File: src/rtl/amo_pkg.sv
// Shared definitions for the atomic memory operation unit.
// Assumes a 32-bit instruction encoding with the R-type field layout.
package amo_pkg;
    localparam logic [4:0] OPC_AMO = 5'b01011;
    localparam logic [2:0] F3_WORD = 3'b010;

    typedef enum logic [3:0] {
        OP_ADD, OP_SWAP, OP_XOR, OP_AND, OP_OR,
        OP_MIN, OP_MAX, OP_MINU, OP_MAXU, OP_NONE
    } amo_op_e;

    typedef enum logic [2:0] {
        S_IDLE, S_RDREQ, S_RDWAIT, S_WRREQ, S_DONE
    } amo_state_e;
endpackage

File: src/rtl/amo_decode.sv
// Instruction decoder: says whether the word is an atomic word-width
// instruction and which operation its funct5 selects. Bits [26:25] are
// never looked at. Reserve/conditional codes and unlisted codes yield
// legal = 0. Purely combinational.
module amo_decode
    import amo_pkg::*;
(
    input  logic [31:0] instr,
    output logic        in_space,
    output logic        legal,
    output amo_op_e     op,
    output logic [4:0]  rd
);
    logic [4:0] funct5;

    // Field extraction and group match
    always_comb begin
        funct5   = instr[31:27];
        rd       = instr[11:7];
        in_space = (instr[6:2] == OPC_AMO) && (instr[14:12] == F3_WORD);
    end

    // funct5 to operation mapping
    always_comb begin
        unique case (funct5)
            5'b00000: op = OP_ADD;
            5'b00001: op = OP_SWAP;
            5'b00100: op = OP_XOR;
            5'b01100: op = OP_AND;
            5'b01000: op = OP_OR;
            5'b10000: op = OP_MIN;
            5'b10100: op = OP_MAX;
            5'b11000: op = OP_MINU;
            5'b11100: op = OP_MAXU;
            default:  op = OP_NONE;
        endcase
        legal = (op != OP_NONE);
    end
endmodule

File: src/rtl/amo_alu.sv
// Combine stage: produces the value to store from the old memory word
// and the source operand. Assumes op is one of the executable operations.
module amo_alu
    import amo_pkg::*;
#(
    parameter int DATA_W = 32
) (
    input  amo_op_e             op,
    input  logic [DATA_W-1:0]   old_w,
    input  logic [DATA_W-1:0]   src_w,
    output logic [DATA_W-1:0]   result
);
    logic lt_signed;
    logic lt_unsigned;

    // Comparisons shared by the min/max variants
    always_comb begin
        lt_signed   = $signed(old_w) < $signed(src_w);
        lt_unsigned = old_w < src_w;
    end

    // Result selection
    always_comb begin
        unique case (op)
            OP_ADD:  result = old_w + src_w;
            OP_SWAP: result = src_w;
            OP_XOR:  result = old_w ^ src_w;
            OP_AND:  result = old_w & src_w;
            OP_OR:   result = old_w | src_w;
            OP_MIN:  result = lt_signed   ? old_w : src_w;
            OP_MAX:  result = lt_signed   ? src_w : old_w;
            OP_MINU: result = lt_unsigned ? old_w : src_w;
            OP_MAXU: result = lt_unsigned ? src_w : old_w;
            default: result = old_w;
        endcase
    end
endmodule

File: src/rtl/amo_unit.sv
// Atomic memory operation unit top. Sequences read, combine and write on a
// single-port memory and returns the old word. Assumes start is offered
// only while idle and that mem_rvalid follows a granted read exactly once.
module amo_unit
    import amo_pkg::*;
#(
    parameter int DATA_W = 32,
    parameter int ADDR_W = 32
) (
    input  logic              clk,
    input  logic              rst_n,
    input  logic              start,
    input  logic [31:0]       instr,
    input  logic [ADDR_W-1:0] rs1_val,
    input  logic [DATA_W-1:0] rs2_val,
    output logic              busy,
    output logic              done,
    output logic              rd_we,
    output logic [4:0]        rd_idx,
    output logic [DATA_W-1:0] rd_data,
    output logic              err_illegal,
    output logic              err_misaligned,
    output logic              mem_rd_req,
    output logic              mem_wr_req,
    output logic [ADDR_W-1:0] mem_addr,
    output logic [DATA_W-1:0] mem_wdata,
    input  logic              mem_gnt,
    input  logic              mem_rvalid,
    input  logic [DATA_W-1:0] mem_rdata
);
    localparam int ALIGN_BITS = $clog2(DATA_W / 8);

    amo_state_e         state;
    amo_op_e            op_q;
    logic [4:0]         rd_q;
    logic [ADDR_W-1:0]  addr_q;
    logic [DATA_W-1:0]  src_q;
    logic [DATA_W-1:0]  old_q;
    logic [DATA_W-1:0]  wdata_q;
    logic               ill_q;
    logic               mis_q;

    logic               dec_space;
    logic               dec_legal;
    amo_op_e            dec_op;
    logic [4:0]         dec_rd;
    logic               addr_bad;
    logic [DATA_W-1:0]  alu_res;

    amo_decode u_decode (
        .instr    (instr),
        .in_space (dec_space),
        .legal    (dec_legal),
        .op       (dec_op),
        .rd       (dec_rd)
    );

    amo_alu #(.DATA_W(DATA_W)) u_alu (
        .op     (op_q),
        .old_w  (mem_rdata),
        .src_w  (src_q),
        .result (alu_res)
    );

    // Alignment test on the incoming address
    always_comb addr_bad = (rs1_val[ALIGN_BITS-1:0] != '0);

    // Sequencer and operand capture
    always_ff @(posedge clk) begin
        if (!rst_n) begin
            state   <= S_IDLE;
            op_q    <= OP_NONE;
            rd_q    <= '0;
            addr_q  <= '0;
            src_q   <= '0;
            old_q   <= '0;
            wdata_q <= '0;
            ill_q   <= 1'b0;
            mis_q   <= 1'b0;
        end else begin
            unique case (state)
                S_IDLE: if (start) begin
                    op_q   <= dec_op;
                    rd_q   <= dec_rd;
                    addr_q <= rs1_val;
                    src_q  <= rs2_val;
                    ill_q  <= !(dec_space && dec_legal);
                    mis_q  <= dec_space && dec_legal && addr_bad;
                    if (dec_space && dec_legal && !addr_bad) state <= S_RDREQ;
                    else                                     state <= S_DONE;
                end
                S_RDREQ:  if (mem_gnt) state <= S_RDWAIT;
                S_RDWAIT: if (mem_rvalid) begin
                    old_q   <= mem_rdata;
                    wdata_q <= alu_res;
                    state   <= S_WRREQ;
                end
                S_WRREQ:  if (mem_gnt) state <= S_DONE;
                S_DONE:   state <= S_IDLE;
                default:  state <= S_IDLE;
            endcase
        end
    end

    // Output decode from the state register
    always_comb begin
        busy           = (state != S_IDLE);
        done           = (state == S_DONE);
        mem_rd_req     = (state == S_RDREQ);
        mem_wr_req     = (state == S_WRREQ);
        mem_addr       = addr_q;
        mem_wdata      = wdata_q;
        rd_idx         = rd_q;
        rd_data        = old_q;
        err_illegal    = done && ill_q;
        err_misaligned = done && mis_q;
        rd_we          = done && !ill_q && !mis_q && (rd_q != 5'd0);
    end

    AST_RD_HOLD: assert property (@(posedge clk) disable iff (!rst_n)
        (mem_rd_req && !mem_gnt) |=> mem_rd_req);
    AST_WR_HOLD: assert property (@(posedge clk) disable iff (!rst_n)
        (mem_wr_req && !mem_gnt) |=> (mem_wr_req && $stable(mem_wdata) && $stable(mem_addr)));
    AST_ONE_REQ: assert property (@(posedge clk) disable iff (!rst_n)
        !(mem_rd_req && mem_wr_req));
    AST_ALIGNED_REQ: assert property (@(posedge clk) disable iff (!rst_n)
        (mem_rd_req || mem_wr_req) |-> (mem_addr[ALIGN_BITS-1:0] == '0));
    AST_ERR_NO_WB: assert property (@(posedge clk) disable iff (!rst_n)
        (err_illegal || err_misaligned) |-> !rd_we);
    AST_DONE_PULSE: assert property (@(posedge clk) disable iff (!rst_n)
        done |=> !done);
    AST_MINMAX_PICK: assert property (@(posedge clk) disable iff (!rst_n)
        (mem_wr_req && (op_q inside {OP_MIN, OP_MAX, OP_MINU, OP_MAXU}))
        |-> (mem_wdata == old_q || mem_wdata == src_q));
    AST_ZERO_RD: assert property (@(posedge clk) disable iff (!rst_n)
        rd_we |-> (rd_idx != 5'd0));
endmodule

File: config.mk
export PLATFORM = sky130hd
export DESIGN_NAME = amo_unit
export DESIGN_NICKNAME = d
export VERILOG_FILES = /design/src/rtl/amo_pkg.sv /design/src/rtl/amo_decode.sv /design/src/rtl/amo_alu.sv /design/src/rtl/amo_unit.sv
export SDC_FILE = /design/constraint.sdc
export NUM_CORES = 1
export LEC_CHECK = 0
export BUFFER_PORTS_ARGS = -buffer_cell sky130_fd_sc_hd__buf_4
export CAP_MARGIN = 20
export CELL_PAD_IN_SITES_DETAIL_PLACEMENT = 1
export CELL_PAD_IN_SITES_GLOBAL_PLACEMENT = 1
export CORE_ASPECT_RATIO = 1.2
export CORE_MARGIN = 2
export CORE_UTILIZATION = 42
export DETAILED_ROUTE_END_ITERATION = 10
export PLACE_DENSITY_LB_ADDON = 0.25
export SETUP_SLACK_MARGIN = 0.02
export SYNTH_ARGS = -nofsm -noshare
export SYNTH_HDL_FRONTEND = slang
export SYNTH_SLANG_ARGS = --single-unit
File: constraint.sdc
create_clock -name clk -period 6.05 [get_ports clk]
set_clock_uncertainty 0.05 [all_clocks]
set_input_delay 0.3025 -clock clk [delete_from_list [all_inputs] [get_ports clk]]
set_output_delay 0.3025 -clock clk [all_outputs]
set_load 0.1 [all_outputs]
==> metrics.txt, run 1 <==
Vias per Instance=5.62; CP max-delay cell=or2_1; Pwr Density=227 mW/mm²; H-tree depth=4; FF+latch area=0.00284 mm²; # IOs=241; Global Route met3 Usage=6.73%; register area share after synthesis=28.8%; Synth top cells by count=270 x nand2_1, 142 x dfxtp_1, 103 x a21boi_0, 96 x ha_1, 88 x inv_1; number of setup violations in the final report=0; Max Buffers Root-to-Sink=2; reg2reg setup slack=1.52 ns; Leak Pwr=5.45 nW; Antenna Cells=0; Initial DRC Count=518; dominant cells by area after synthesis=dfxtp_1 29%, ha_1 12%, nand2_1 10%, a21boi_0 7.8%, a21oi_1 4.4%; worst skew pair latency=0.44 ns; Seq cells post-synth=142; die height=172 µm; Slew Viols, Final=0; asr flop ratio synth=0%; largest area contributor in the netlist=dfxtp_1; Hold Path Class=primary input to flop; Worst slew margin=29.2%; postcts setup bufs=0; area fraction of the dominant cell type after synthesis=28.8%; cts bufs inserted=17; first-pass GRT wire length=53700 µm; Mapped Nets=1519; reg-to-reg startpoint=src_q[25]$_SDFFE_PN0P_; Cell variety after synth=78; I/O Buffers=226; Row Count=61; Final Hold Vio Count=0; Layout fillers=2867; max incr delay on CP=0.59 ns; Worst setup EP type=flop; worst slew pin tran=1.05 ns; met1 Track Usage GR=32.7%; max_cap viols=0; number of global-route vias before repair=10500; Critical Path Start Type=flop; number of flops mapped to enable cells by yosys=0; CTS sink cnt=142; R2R depth=14; dominant cell by count in the synthesized netlist=nand2_1; Period minus WS final=4.53 ns; core area=0.0231 mm²; cell chain of the critical path=inv_1 -> ha_1 -> inv_1 -> a21oi_1 -> o31ai_1 -> a221oi_1 -> o21a_1 -> a22o_1 -> nand4_4 -> or2_1 -> buf_4 -> a221oi_1 -> o21ai_0 -> a31o_2; GR peak layer=met2; fin cells=1792; Hold Path End=state[0]$_SDFFE_PN0P_; Yosys warning total=0; dominant synthesized flop cell=dfxtp_1; gp weighted congestion=0.882; DR DRC count=0; area growth from synthesis to layout=25.5%; GRT Util Overall=27.4%; cells after synthesis=1289; Worst Path Buf+Inv=3; HPWL after DPL=24000 µm; CP max FO=12; routed via count=10100; Mapped Area=0.00986 mm²; Hold Crit Start=mem_gnt; post-CTS resize count=0; share of cells above drive strength 1=21.1%; first drt pass iteration count=5; Critical Path AT=4.81 ns; Avg Cell Area, Syn=7.65 µm²; Tot Pwr=0.00281 W; status=completed; area of the multi-input gates=0.00635 mm²; initial core utilization=42.6%; Sum Neg Setup Slack=0 ns; WS Path Type=flop to flop; Reg-to-Reg End=mem_wdata[20]$_SDFFE_PN0P_; Die Span X=144 µm; Peak VDD IR=205 µV; initial antenna violation count=0; CTS tree=built; Fmax=221 MHz; clock transition at the registers of the reported paths=0.07 ns; final core utilization=53.5%; die area=0.0247 mm²; CTS root buf=clkbuf_16; nets=1694; Hold Path Depth=2; CP required=6.33 ns; fin crit share=74.9%; hold_buf cts=0; wire per inst=18.7 µm; total global routing overflow=0; ANT nets after route=0; DRT Wirelength=33500 µm; largest net degree at the start of global routing=70; CP top delay family=compound AO/OA/AOI/OAI gates; cell total after placement=1760; unrepaired setup endpoints after global routing=no; met2 usage=48.0%
logic make-up after synthesis:
family	Yosys count	share of synthesized area (%)
xor gates and xnor gates	26	2.31
and+or+nand+nor	430	19.5
adders and majority gates	97	12.4
DFF	142	28.8
muxes	5	0.533
AOI/OAI and AO/OA	413	29.1
buffers and inverters	176	7.32
worst register-to-register path, delay by kind of cell, from the launching register on:
family                   cells  cell delay (ns)
AO/OA/AOI/OAI                8             2.10
AND/OR/NAND/NOR              2             0.86
buffers and inverters        3             0.52
adder cells (fa/ha/maj)      1             0.50
flip-flops                   1             0.40
routing by layer:
layer	part of all wire (%)	wire length (µm)
met2	49	16400
met1	42	14000
met3	6.7	2230
met5	0	0
met4	2.6	865
how the worst max path moves through the flow:
stage,start,to,depth (start not counted)
after floorplan,state[0]$_SDFFE_PN0P_,rd_we,3
after global placement,mem_rdata[22],mem_wdata[20]$_SDFFE_PN0P_,15
after detailed placement,mem_rdata[25],mem_wdata[20]$_SDFFE_PN0P_,15
after CTS,src_q[25]$_SDFFE_PN0P_,mem_wdata[20]$_SDFFE_PN0P_,14
after global routing,src_q[6]$_SDFFE_PN0P_,mem_wdata[20]$_SDFFE_PN0P_,14
final,src_q[25]$_SDFFE_PN0P_,mem_wdata[20]$_SDFFE_PN0P_,14
placed cells by master, fill, tap and decap left out, drive strengths merged, types with 11 or more instances in the layout:
master and instances:
nand2 270, buf 244, dfxtp 142, a21boi 103
inv 98, ha 96, a21oi 88, o21ai 67
nor2 46, a221oi 22, nand3 21, o211ai 20
xnor2 19, nor3 19, clkbuf 17, a22oi 15
a21o 13, a221o 13, a211oi 11, nor4 11
sequential cells by signal, indices dropped and copies added, names as in the netlist:
name and count:
ill_q 1, mem_addr 32, mem_wdata 32, mis_q 1
op_q 4, rd_data 32, rd_idx 5, src_q 32
state 3
power breakdown:
part | switching [W] | internal, W | leakage, nW
Sequential | 0.0000316 | 0.000965 | 1.16
Combinational | 0.000436 | 0.000232 | 3.99
Clock | 0.000483 | 0.000665 | 0.310
layout make-up:
cell class / instances / share of cell area, %
multi-input combinational: 971 / 51.3
inverter: 88 / 2.67
timing repair buffer: 244 / 14.9
clock inverter: 15 / 1.58
sequential: 142 / 23.0
clock buffer: 17 / 3.44
tap: 315 / 3.18
metrics by stage:
stage	hold slack, ns	setup slack, ns	area (µm²)
finish	0.0289	1.52	12400
global placement	0.390	1.74	11700
detailed placement	0.396	1.63	11800
floorplan	0.363	0.902	9870
global route	0.0204	1.19	12400
CTS	0.0232	1.60	12400
No activity file was read; power rests on OpenSTA's default activity.
==> run 2, diff against run 1 <==
--- a/config.mk
+++ b/config.mk
@@ -11,7 +11,7 @@
 export CELL_PAD_IN_SITES_GLOBAL_PLACEMENT = 1
 export CORE_ASPECT_RATIO = 1.2
 export CORE_MARGIN = 2
-export CORE_UTILIZATION = 42
+export CORE_UTILIZATION = 36
 export DETAILED_ROUTE_END_ITERATION = 10
 export PLACE_DENSITY_LB_ADDON = 0.25
 export SETUP_SLACK_MARGIN = 0.02
==> constraint.sdc (replaced) <==
create_clock -name clk -period 4.12 [get_ports clk]
set_clock_uncertainty 0.05 [all_clocks]
set_input_delay 0.206 -clock clk [delete_from_list [all_inputs] [get_ports clk]]
set_output_delay 0.206 -clock clk [all_outputs]
set_load 0.1 [all_outputs]
==> metrics.txt, run 2 (synthesis gave the netlist of run 1 again) <==
max_cap viols=0; initial antenna violation count=0; Peak VDD IR=281 µV; GRT Util Overall=26.0%; gp weighted congestion=0.886; postcts setup bufs=0; Pwr Density=318 mW/mm²; CTS tree=built; unrepaired setup endpoints after global routing=no; nets=1795; CTS root buf=clkbuf_16; core area=0.0270 mm²; Initial DRC Count=453; area growth from synthesis to layout=35.8%; largest net degree at the start of global routing=75; ANT nets after route=0; Die Span X=155 µm; Row Count=66; Antenna Cells=0; total global routing overflow=0; cts bufs inserted=17; clock transition at the registers of the reported paths=0.07 ns; first-pass GRT wire length=59200 µm; area post-placement=0.0120 mm²; worst slew pin tran=1.07 ns; Period minus WS final=3.84 ns; H-tree depth=4; status=completed; pre-CTS setup slack=0.336 ns; fin crit share=93.3%; DR DRC count=0; initial core utilization=36.5%; Critical Path AT=4.12 ns; Fmax=260 MHz; Hold Path Class=primary input to flop; HPWL after DPL=25300 µm; wire per inst=19.3 µm; first drt pass iteration count=4; number of setup violations in the final report=0; routed via count=10500; most frequent cells in the layout=269 x nand2_1, 265 x buf_4, 142 x dfxtp_1; WS Path Type=flop to flop; I/O Buffers=226; CP max FO=5; Leak Pwr=5.89 nW; Worst slew margin=28.2%; Worst setup EP type=flop; die area=0.0287 mm²; die height=185 µm; CP required=4.40 ns; most common cell after layout, fill and taps aside=nand2_1; Sum Neg Setup Slack=0 ns; share of cells above drive strength 1=21.3%; DRT Wirelength=37000 µm; setup slack after layout=0.276 ns; Critical Path Start Type=flop; cell total after placement=1807; design area=0.0134 mm²; fin cells=1918; reg2reg setup slack=0.28 ns; Max Buffers Root-to-Sink=2; Vias per Instance=5.47; CTS sink cnt=142; Final Hold Vio Count=0; # IOs=241; worst skew pair latency=0.44 ns; number of global-route vias before repair=11000; Slew Viols, Final=0
run 2: cell count changes in the layout (fill, tap and decap cells not counted), sizes merged:
cell         delta
buf            +22
clkinv          +2
inv             -6
clkinvlp        +3
dlygate4sd3    +79
bufinv          +1
run 2: final cells by class:
class                      count  area, µm²
multi-input combinational    971       6360
fill                        3314      13600
sequential                   142       2840
tap                          340        425
inverter                      88        330
timing repair buffer         345       2800
clock buffer                  17        425
clock inverter                15        209
run 2: per-layer routing:
metal  routed length [µm]  part of all wire, %  global-route usage, %
met4                  766                  2.1                   8.41
met1                15700                   42                   30.8
met2                18500                   50                   46.3
met5                    0                    0                      0
met3                 2120                  5.7                   5.90
run 2: worst paths after layout:
check                                                 from                         end  cells after the start
worst max-delay path                 src_q[0]$_SDFFE_PN0P_  mem_wdata[26]$_SDFFE_PN0P_                     13
worst min-delay path                         mem_rdata[15]  mem_wdata[15]$_SDFFE_PN0P_                      3
worst max register to register       src_q[0]$_SDFFE_PN0P_  mem_wdata[26]$_SDFFE_PN0P_                     13
worst min register to register  mem_wdata[23]$_SDFFE_PN0P_  mem_wdata[23]$_SDFFE_PN0P_                      2
run 2: where the power goes:
part | leakage, nW | internal (W) | total, W | switching, W
Sequential | 1.16 | 0.00142 | 0.00146 | 0.0000474
Clock | 0.301 | 0.00102 | 0.00172 | 0.000694
Combinational | 4.44 | 0.000409 | 0.00108 | 0.000673
run 2: worst max-delay path: stages, from the launching register on:
cell and delay, ns:
dfxtp_1 0.35, ha_1 0.24, fa_1 0.46, a211oi_1 0.29, o21ai_0 0.25, nand4_1 0.21, nand2_1 0.15, a311o_1 0.47
a31oi_1 0.42, nor3_1 0.09, a31o_2 0.22, a221o_1 0.31, a22oi_1 0.16, nand2_1 0.07
run 2: through the flow:
step / power, W / utilization (%) / hold WS, ns
finish: 0.00426 / 49.6 / 0.0126
global route: 0.00446 / 49.6 / 0.0140
CTS: 0.00428 / 49.6 / 0.00120
detailed placement: 0.00250 / 44.3 / 0.384
global placement: 0.00247 / 44.3 / 0.379
floorplan: 0.00216 / - / 0.267
run 2: what timing repair did:
item	in CTS	in global routing
hold endpoints to repair	81	0
gates resized for setup	0	1
hold buffers	79	0
setup endpoints to repair	0	2
